**src/rtl/rstgen_pkg.sv**
```systemverilog
package rstgen_pkg;
  typedef enum logic {
    PH_RUN  = 1'b0,
    PH_HOLD = 1'b1
  } phase_e;
endpackage

```
**src/rtl/rstgen_sync.sv**
```systemverilog
module rstgen_sync #(
  parameter int   STAGES  = 2,
  parameter logic RST_VAL = 1'b1
) (
  input  logic clk_i,
  input  logic rst_ni,
  input  logic d_i,
  output logic q_o
);
  logic [STAGES-1:0] q;

  always_ff @(posedge clk_i or negedge rst_ni) begin
    if (!rst_ni) q <= {STAGES{RST_VAL}};
    else         q <= {q[STAGES-2:0], d_i};
  end

  assign q_o = q[STAGES-1];
endmodule

```
**src/rtl/rstgen_pulse.sv**
```systemverilog
module rstgen_pulse
  import rstgen_pkg::*;
#(
  parameter int LEN = 16
) (
  input  logic clk_i,
  input  logic rst_ni,
  input  logic trig_i,
  output logic active_o
);
  localparam int LEN_W = (LEN > 2) ? $clog2(LEN) : 1;
  localparam logic [LEN_W-1:0] LAST = LEN_W'(LEN - 1);

  phase_e           phase;
  logic [LEN_W-1:0] cnt;

  // Starts in HOLD so reset is asserted straight out of configuration.
  always_ff @(posedge clk_i or negedge rst_ni) begin
    if (!rst_ni) begin
      phase <= PH_HOLD;
      cnt   <= '0;
    end else begin
      unique case (phase)
        PH_HOLD: begin
          if (cnt == LAST) begin
            phase <= PH_RUN;
            cnt   <= '0;
          end else begin
            cnt <= cnt + 1'b1;
          end
        end
        PH_RUN: if (trig_i) phase <= PH_HOLD;
        default: phase <= PH_HOLD;
      endcase
    end
  end

  assign active_o = (phase == PH_HOLD);
endmodule

```
**src/rtl/rstgen_wdt.sv**
```systemverilog
module rstgen_wdt #(
  parameter int TIMEOUT = 10_000_000
) (
  input  logic                         clk_i,
  input  logic                         rst_ni,
  input  logic                         clear_i,
  input  logic                         arm_i,
  input  logic                         kick_i,
  output logic                         en_o,
  output logic [$clog2(TIMEOUT)-1:0]   cnt_o,
  output logic                         expire_o
);
  localparam int CNT_W = $clog2(TIMEOUT);
  localparam logic [CNT_W-1:0] LAST = CNT_W'(TIMEOUT - 1);

  logic             en;
  logic [CNT_W-1:0] cnt;

  always_ff @(posedge clk_i or negedge rst_ni) begin
    if (!rst_ni) begin
      en  <= 1'b0;
      cnt <= '0;
    end else if (clear_i) begin
      en  <= 1'b0;
      cnt <= '0;
    end else begin
      if (arm_i) en <= 1'b1;
      if (!en || kick_i || cnt == LAST) cnt <= '0;
      else                              cnt <= cnt + 1'b1;
    end
  end

  assign en_o     = en;
  assign cnt_o    = cnt;
  assign expire_o = en && !kick_i && (cnt == LAST);
endmodule

```
**src/rtl/rstgen_top.sv**
```systemverilog
module rstgen_top #(
  parameter int SYNC_STAGES = 2,
  parameter int PULSE_LEN   = 16,
  parameter int WDT_TIMEOUT = 10_000_000
) (
  input  logic clk_i,
  input  logic rst_ni,
  input  logic kbd_req_ni,
  input  logic wdt_kick_i,
  input  logic wdt_arm_i,
  output logic sys_rst_no
);
  localparam int CNT_W = $clog2(WDT_TIMEOUT);

  logic             kbd_sync;
  logic             kbd_prev;
  logic             kbd_fall;
  logic             wdt_en;
  logic [CNT_W-1:0] wdt_cnt;
  logic             wdt_expire;
  logic             pulse_active;

  rstgen_sync #(.STAGES(SYNC_STAGES), .RST_VAL(1'b1)) u_sync (
    .clk_i (clk_i),
    .rst_ni(rst_ni),
    .d_i   (kbd_req_ni),
    .q_o   (kbd_sync)
  );

  always_ff @(posedge clk_i or negedge rst_ni) begin
    if (!rst_ni) kbd_prev <= 1'b1;
    else         kbd_prev <= kbd_sync;
  end

  assign kbd_fall = kbd_prev && !kbd_sync;

  rstgen_wdt #(.TIMEOUT(WDT_TIMEOUT)) u_wdt (
    .clk_i   (clk_i),
    .rst_ni  (rst_ni),
    .clear_i (pulse_active),
    .arm_i   (wdt_arm_i),
    .kick_i  (wdt_kick_i),
    .en_o    (wdt_en),
    .cnt_o   (wdt_cnt),
    .expire_o(wdt_expire)
  );

  rstgen_pulse #(.LEN(PULSE_LEN)) u_pulse (
    .clk_i   (clk_i),
    .rst_ni  (rst_ni),
    .trig_i  (kbd_fall || wdt_expire),
    .active_o(pulse_active)
  );

  assign sys_rst_no = !pulse_active;
endmodule

```
**config.mk**
```make
export PLATFORM = sky130hd
export DESIGN_NAME = rstgen_top
export DESIGN_NICKNAME = d
export VERILOG_FILES = /design/src/rtl/rstgen_pkg.sv /design/src/rtl/rstgen_sync.sv /design/src/rtl/rstgen_pulse.sv /design/src/rtl/rstgen_wdt.sv /design/src/rtl/rstgen_top.sv
export SDC_FILE = /design/constraint.sdc
export NUM_CORES = 1
export LEC_CHECK = 0
export ABC_AREA = 0
export BUFFER_PORTS_ARGS = -buffer_cell sky130_fd_sc_hd__buf_4
export CAP_MARGIN = 10
export CORE_MARGIN = 5
export CORE_UTILIZATION = 45
export DETAILED_ROUTE_END_ITERATION = 7
export HOLD_SLACK_MARGIN = 0.12
export PLACE_DENSITY = 0.7
export SLEW_MARGIN = 10
export SYNTH_ARGS = -nofsm -noshare
export SYNTH_HDL_FRONTEND = slang
export SYNTH_SLANG_ARGS = --single-unit
export TNS_END_PERCENT = 1
```
**constraint.sdc**
```tcl
create_clock -name clk_i -period 3.7 [get_ports clk_i]
set_input_delay 0.37 -clock clk_i [delete_from_list [all_inputs] [get_ports clk_i]]
set_output_delay 0.37 -clock clk_i [all_outputs]
set_load 0.005 [all_outputs]
```
* Yosys cells after proc, flatten, opt, wreduce, memory -nomap -nowiden
Cells that the tools add are included.
** Operators by class
- Bitwise logic cells :: 1
- Muxes and demuxes :: 8
- Eq/ne operators :: 2
- Reductions and logical operators :: 11
- Add/subtract/negate cells :: 2
** Operator list (count)
- $mux 24 :: 2
- $add 24x1->24 const B :: 1
- $eq 24x24->1 const B :: 1
- $add 4x1->4 const B :: 1
- $eq 4x4->1 const B :: 1
- $logic_not 1->1 :: 4
- $mux 1 :: 4
- $mux 4 :: 1
- $logic_and 1x1->1 :: 3
- $logic_or 1x1->1 :: 3
- $pmux 1 s2 :: 1
- $reduce_bool 2->1 :: 1
- $not 1->1 :: 1
** Word-level totals
- Output and inout port bits :: 1
- Register bits :: 33
- Word-level logic and storage cells :: 30
- Input bits :: 5

* Logic depth before layout (Yosys ltp)
Gate-level depths: netlist of run 1.
- Depth in word-level cells :: 6
- Depth in mapped cells :: 6
- Mapped depth without buffers :: 5

* Cells and area by module
A second synthesis of run 1 with hierarchy kept.
** Unflattened totals
- Cell total of the unflattened synthesis :: 163
- Area, all modules :: 1641.6 um^2
** By module, submodules not included
- rstgen_wdt :: area an instance 1297.5 um^2, cells each 138, instances 1, seq. area each 625.6 um^2
- rstgen_pulse :: area an instance 250.2 um^2, cells each 19, instances 1, seq. area each 126.4 um^2
- rstgen_sync :: area an instance 52.6 um^2, cells each 2, instances 1, seq. area each 52.6 um^2
- rstgen_top :: area an instance 41.3 um^2, cells each 4, instances 1, seq. area each 26.3 um^2

* Worst setup path before layout of run 1
Ideal clock, no wire load.
- Path kind :: reg-to-reg
- Start point :: register u_wdt.cnt[0] (netlist: u_wdt.cnt_o[0])
- End point :: register u_wdt.cnt[20] (netlist: u_wdt.cnt_o[20])
- Library setup time :: 73 ps
- Stages on the path, launching flop included :: 7
- Data required time :: 3627 ps
- Buffers on the path :: 1
- Period minus slack after synthesis :: 2092 ps
- Arrival :: 2019 ps
- Setup slack :: 1608 ps
- Cells stage by stage :: dfrtp_1 ha_1 nand2_1 or4_1 buf_2 or4_4 a21oi_2
** On the way
- Word-level cells in the longest chain between the ends :: 4
- Elaborated cells between the ends (all ways) :: 5
- Classes of those cells :: add/sub (1); eq/ne (1); mux (2); reduce/logical (1)
** Ends and longest elaborated chain
- from (decl) :: RTL line rstgen_wdt.sv:17 : logic [CNT_W-1:0] cnt;
- from (signal assigned) :: RTL line rstgen_wdt.sv:29 : else cnt <= cnt + 1'b1;
- parallel branches: the longest is 2 deep, another holds $add 24x1->24
- $mux 24 (*) :: RTL line rstgen_wdt.sv:28 : if (!en || kick_i || cnt == LAST) cnt <= '0;
- $mux 24 (*) :: RTL line rstgen_wdt.sv:23 : end else if (clear_i) begin
Every way passes the cells marked *.
A chain may end at the register's enable or synchronous reset.

* Worst setup path in the final report of run 1
Same ends and word-level chain as after synthesis.

==> results of run 1 <==
## state kept, by name (all words and copies together), names as in the netlist
register and flops:
u_wdt.cnt_o 24, u_sync.q 2, kbd_prev 1, u_wdt.en_o 1, u_pulse.cnt 4, u_pulse.active_o 1
## Yosys cell counts (3+ instances only)
| master | count |
|---|---|
| o31ai_1 | 4 |
| a21oi_1 | 7 |
| nand3_1 | 11 |
| or4_1 | 5 |
| or3_1 | 4 |
| nor4_1 | 4 |
| xor2_1 | 5 |
| nor2_1 | 20 |
| xnor2_1 | 10 |
| or3_2 | 3 |
| inv_1 | 6 |
| dfstp_2 | 4 |
| o21ai_0 | 7 |
| dfrtp_1 | 29 |
| nand4_1 | 7 |
| nand2_1 | 10 |
## where the power goes
group          switching [mW]  leakage, nW  internal (mW)  total [mW]
clock network           0.114       0.0314         0.0896       0.203
logic                  0.0480        0.194         0.0527       0.101
registers              0.0371        0.439          0.399       0.436
total                   0.199        0.664          0.542       0.740
## final timing paths
check / end / startpoint
min: u_wdt.en_o$_DFFE_PN0P_ / wdt_arm_i
max reg2reg: u_wdt.cnt_o[20]$_DFF_PN0_ / u_wdt.cnt_o[0]$_DFF_PN0_
max: u_wdt.cnt_o[20]$_DFF_PN0_ / u_wdt.cnt_o[0]$_DFF_PN0_
min in group asynchronous: u_wdt.cnt_o[20]$_DFF_PN0_ / rst_ni
max in group asynchronous: kbd_prev$_DFF_PN1_ / rst_ni
min reg2reg: u_sync.q[1]$_DFF_PN1_ / u_sync.q[0]$_DFF_PN1_
## metal layers
metal	routed length, um	global-route usage [%]
met2	1420	20.7
met5	0	0
met4	51	5.21
met1	1350	15.2
met3	92	4.78
## stage by stage
step	cells	area (um^2)	utilization, %	power, mW
2_1_floorplan	158	1600	-	0.507
4_1_cts	213	1750	51.5	0.750
5_1_grt	214	1760	51.8	0.787
6_report	214	1760	51.8	0.740
3_5_place_dp	205	1680	49.6	0.545
3_3_place_gp	205	1680	49.6	0.534
## worst max-delay path, delay by kind of cell, from the launching register on
kind	cells	cell delay [ns]
and+or+nand+nor	3	1.36
DFF	1	0.42
adders and majority gates	1	0.29
AOI/OAI and AO/OA	1	0.15
## cells by family after synthesis
family / after synthesis / synth area share, %
AOI/OAI and AO/OA: 21 / 7.92
adders and majority gates: 2 / 1.57
buffers and inverters: 11 / 2.82
muxes: 2 / 1.33
DFF: 33 / 52.0
and+or+nand+nor: 74 / 26.1
xor gates and xnor gates: 15 / 8.23
## layout make-up
class                           count  area [um^2]
Clock buffer                        7         55.1
Fill cell                         302         1630
Inverter                            6         22.5
Multi-Input combinational cell    114          726
Sequential cell                    33          831
Tap cell                           46         57.6
Timing Repair Buffer                8         65.1
## repair_timing
action,CTS,global route
hold endpoints to repair,29,1
resized for setup,0,0
setup endpoints to repair,0,0
hold buffers,1,1
==> results.tsv, run 1 <==
stage	metric	value	unit
run_status	status	complete, no violations	
global_routing	grt_pass1_wl	4.89	mm
timing	hold_viol	0	
clock_tree	cts_max_level	2	
cells_and_area	final_common_cell	dfrtp_1	
clock_tree	path_clk_slew	0.10	ns
clock_tree	cts_tree	built	
worst_setup_path	cp-start-kind	register	
synth	synth_top_area_cell	dfrtp_1	
timing	min_period	2.28	ns
die	num_rows	21	
synth	ys_seq_area_share	52.0	%
global_routing	antenna_found_initial	0	
place	dp_hpwl	2.03	mm
timing	worst_pin_slew	0.413	ns
global_routing	grt_max_degree	34	
place	gp_congestion	0.845	
cells_and_area	fin_nets	175	
global_routing	grt_pass1_vias	1110	
timing	worst_hold_slack	0.256	ns
synth	yosys_register_bits	33	
synth	synth_nets	165	
power_and_ir_drop	peakVddDrop	251	uV
worst_setup_path	arrival	2.55	ns
routing	drc_errors	0	
clock_tree	post-cts-setup-buffers	0	
die	initial_core_util	47.1	%
timing	maxSlewViolCount	0	
power_and_ir_drop	powerDensity	421	nW/um^2
worst_setup_path	crit_path_max_fanout	8	
cells_and_area	antenna_cells	0	
min_path	hold_class	in -> reg	
worst_setup_path	r2r_cells	5	
clock_tree	root_buffer	clkbuf_4	
worst_setup_path	critPathCaptureType	register	
synth	syn_area	1600	um^2
place	port_buffers	5	
synth	yosys_warnings	0	
clock_tree	clk_latency	0.34	ns
routing	wl	2.91	mm
synth	syn_inst	158	
cells_and_area	layout_common_cells	dfrtp_1 (29), nor2_1 (20), nand3_1 (11), nand2_1 (10), xnor2_1 (10)	
worst_setup_path	crit_type	reg -> reg	
routing	first_pass_iters	4	
clock_tree	clockBufferDepth	2	
worst_setup_path	critPathMaxStageDelay	0.66	ns
min_path	hold_path_depth	3	
die	num_io_pins	6	
global_routing	grtUsageTotal	12.7	%
synth	synth_ff_type	dfrtp_1	
routing	first_iter_violations	65	
die	die_h	69.6	um
timing	max_freq	439	MHz
clock_tree	cts_sinks	33	
synth	synth_top_area_share	45.5	%
routing	viasPerCell	5.49	
synth	ys_top_cells_by_area	dfrtp_1 (45%), dfstp_2 (6.6%), xnor2_1 (5.5%), nor2_1 (4.7%), nand3_1 (3.4%)	
timing	slew_headroom	72.5	%
timing	layout_setup_ws	1.42	ns
worst_setup_path	cp.required	3.97	ns
place	post-place-ws	1.47	ns
timing	final.setup.tns	0	ns
flow_run	max_cap_viol_count	0	
clock_tree	cts_buffers	5	
cells_and_area	syn2layout_area_growth	10.0	%
die	dieArea	4840	um^2
routing	routedWlPerCell	13.6	um
die	dieWidth	69.6	um
cells_and_area	layout-drive-gt1-share	16.7	%
timing	rsz0062_at_grt	no	
routing	vias	1174	
synth	avgSynthCellArea	10.1	um^2
die	core	3390	um^2
synth	synth_cell_type_count	31	
synth	async_reset_ff_share	100	%
worst_setup_path	path_cells	ha_1 -> nand2_1 -> or4_1 -> or4_4 -> a21oi_2	
timing	finalCritPeriodShare	61.5	%
worst_setup_path	slowest_stage	or4_1	
synth	synth_edf_count	0	
timing	skew	0.0173	ns
worst_setup_path	reg2reg_setup_slack	1.42	ns
routing	ant_nets	0	
global_routing	grt_overflow	0	
timing	setup_viol	0	
power_and_ir_drop	leakage	0.664	nW
No activity file was read; power rests on OpenSTA's default activity.
==> inputs of run 2 (changes only) <==
- clock period: 3.7 -> 2.35 ns (I/O delays scaled with it)
==> run 2 against run 1 <==
  * Critical path depth down 1
  * Critical endpoint unchanged
  * Routed wire length is 5.1% higher
  * Critical path type unchanged
  * First-iteration DRC count decreased by 25%
  * Largest power group unchanged
  * Combinational power is 64% higher
  * Non-clock buffer count up 2
==> results.tsv, run 2 (same netlist as run 1, synthesis figures left out) <==
stage	metric	value	unit	change
run_status	status	complete, no violations		unchanged
routing	vias	1211		was 1174
routing	wl	3.06	mm	was 2.91 mm
cells_and_area	final_area	1770	um^2	was 1760 um^2
timing	worst_hold_slack	0.151	ns	was 0.256 ns
timing	hold_viol	0		unchanged
global_routing	grt_pass1_wl	5.38	mm	was 4.89 mm
clock_tree	root_buffer	clkbuf_4		unchanged
power_and_ir_drop	peakVddDrop	358	uV	was 251 uV
worst_setup_path	timing.rr.start	u_wdt.cnt_o[7]$_DFF_PN0_		was u_wdt.cnt_o[0]$_DFF_PN0_
min_path	hold_class	in -> reg		unchanged
cells_and_area	post-route-util	52.3	%	was 51.8%
cells_and_area	syn2layout_area_growth	11.0	%	was 10.0%
die	core	3390	um^2	unchanged
place	port_buffers	5		unchanged
cells_and_area	stdcell_count	216		was 214
cells_and_area	antenna_cells	0		unchanged
worst_setup_path	startpoint	u_wdt.cnt_o[7]$_DFF_PN0_		was u_wdt.cnt_o[0]$_DFF_PN0_
worst_setup_path	critPathCaptureType	register		unchanged
routing	first_iter_violations	49		was 65
timing	layout_setup_ws	0.207	ns	was 1.42 ns
worst_setup_path	cp-start-kind	register		unchanged
routing	first_pass_iters	4		unchanged
cells_and_area	layout-drive-gt1-share	17.6	%	was 16.7%
timing	max_freq	467	MHz	was 439 MHz
clock_tree	cts_buffers	5		unchanged
cells_and_area	layout_common_cells	dfrtp_1 (29), nor2_1 (20), nand3_1 (11), nand2_1 (10), xnor2_1 (10)		unchanged
die	die_h	69.6	um	unchanged
worst_setup_path	crit_path_max_fanout	8		unchanged
timing	rsz0062_at_grt	no		unchanged
clock_tree	cts_sinks	33		unchanged
cells_and_area	fin_nets	177		was 175
worst_setup_path	reg2reg_setup_slack	0.21	ns	was 1.42 ns
die	dieWidth	69.6	um	unchanged
worst_setup_path	critPathMaxStageDelay	0.68	ns	was 0.66 ns
worst_setup_path	path_cells	nand4_1 -> or4_1 -> or4_4 -> a21oi_2		was ha_1 -> nand2_1 -> or4_1 -> or4_4 -> a21oi_2
timing	skew	0.00411	ns	was 0.0173 ns
routing	routedWlPerCell	14.2	um	was 13.6 um
cells_and_area	multi_input_area	726	um^2	unchanged
clock_tree	post-cts-setup-buffers	0		unchanged
timing	min_period	2.14	ns	was 2.28 ns
place	gp_congestion	0.780		was 0.845
flow_run	max_cap_viol_count	0		unchanged
cells_and_area	seqCellArea	831	um^2	unchanged
worst_setup_path	slowest_stage	or4_1		unchanged
power_and_ir_drop	sequentialPowerShare	58.7	%	was 59.0%
global_routing	grt_overflow	0		unchanged
place	dp.cells	207		was 205
power_and_ir_drop	powerDensity	662	nW/um^2	was 421 nW/um^2
die	num_io_pins	6		unchanged
place	post-place-ws	0.236	ns	was 1.47 ns
cells_and_area	fillers	307		was 302
power_and_ir_drop	power_frac_comb	14.1	%	was 13.6%
die	initial_core_util	47.1	%	unchanged
global_routing	grt_max_degree	34		unchanged
worst_setup_path	r2r_cells	4		was 5
worst_setup_path	setup.worst_path.end	u_wdt.cnt_o[20]$_DFF_PN0_		unchanged
timing	maxSlewViolCount	0		unchanged
clock_tree	cts_max_level	2		unchanged
timing	slew_headroom	73.0	%	was 72.5%
cells_and_area	largest_register_ffs	24		unchanged
timing	setup_viol	0		unchanged
power_and_ir_drop	swShare	27.0	%	was 26.8%
place	dp_hpwl	2.14	mm	was 2.03 mm
clock_tree	clockBufferDepth	2		unchanged
clock_tree	cts_resized	0		unchanged
routing	ant_nets	0		unchanged
clock_tree	clk_latency	0.33	ns	was 0.34 ns
timing	final.setup.tns	0	ns	unchanged
power_and_ir_drop	switching_power	316	uW	was 199 uW
power_and_ir_drop	intPower	856	uW	was 542 uW
worst_setup_path	crit_type	reg -> reg		unchanged
power_and_ir_drop	pwr-share-clk	27.1	%	was 27.4%
cells_and_area	final_common_cell	dfrtp_1		unchanged
min_path	hp-start	wdt_arm_i		unchanged
power_and_ir_drop	power	1.17	mW	was 740 uW
global_routing	antenna_found_initial	0		unchanged
routing	viasPerCell	5.61		was 5.49
routing	drc_errors	0		unchanged
power_and_ir_drop	leakage	0.673	nW	was 0.664 nW
die	dieArea	4840	um^2	unchanged
worst_setup_path	cp.required	2.62	ns	was 3.97 ns
clock_tree	cts_tree	built		unchanged
worst_setup_path	reg2reg_to	u_wdt.cnt_o[20]$_DFF_PN0_		unchanged
clock_tree	hold_buffers	2		was 1
place	dpl_cell_area	1700	um^2	was 1680 um^2
worst_setup_path	arrival	2.41	ns	was 2.55 ns
global_routing	grt_pass1_vias	1175		was 1110
clock_tree	path_clk_slew	0.09	ns	was 0.10 ns
timing	worst_pin_slew	0.405	ns	was 0.413 ns
timing	finalCritPeriodShare	91.2	%	was 61.5%
global_routing	grtUsageTotal	13.9	%	was 12.7%
die	num_rows	21		unchanged
[run 2: worst min-delay path by stage]
stage | to | slack (ns) | cells after the start
2_1_floorplan | u_pulse.cnt[0]$_DFFE_PN0P_ | -0.06 | 0
3_3_place_gp | u_wdt.cnt_o[17]$_DFF_PN0_ | 0.19 | 1
3_5_place_dp | u_wdt.cnt_o[20]$_DFF_PN0_ | 0.20 | 1
4_1_cts | u_wdt.en_o$_DFFE_PN0P_ | 0.14 | 3
5_1_grt | u_wdt.en_o$_DFFE_PN0P_ | 0.14 | 3
6_report | u_wdt.en_o$_DFFE_PN0P_ | 0.15 | 3
[run 2: worst max-delay path, delay by kind of cell, from the launching register on]
family             cells  cell delay, ns
and+or+nand+nor        3            1.49
DFF                    1            0.46
AOI/OAI and AO/OA      1            0.14
[run 2: power groups by stage]
stage                     combinational, mW  sequential [mW]  clock [mW]
after floorplan                       0.126            0.672           0
after global placement                0.150            0.693           0
after detailed placement              0.167            0.700           0
after CTS                             0.170            0.689       0.332
after global routing                  0.187            0.697       0.357
final                                 0.166            0.689       0.318
[run 2: area by class of cell]
cell class | instances | share of cell area [%]
Sequential cell | 33 | 46.9
Tap cell | 46 | 3.25
Timing Repair Buffer | 10 | 4.52
Clock buffer | 7 | 3.11
Multi-Input combinational cell | 114 | 41.0
Inverter | 6 | 1.27
[run 2: routing by layer]
metal	share of wire, %	wire length [um]	global-route usage, %	vias to the layer above
met5	0	0	0	-
met4	1.7	52	5.21	0
met3	3.2	98	4.78	6
met2	48	1460	22.0	16
met1	47	1450	17.4	598
li1	-	-	-	591
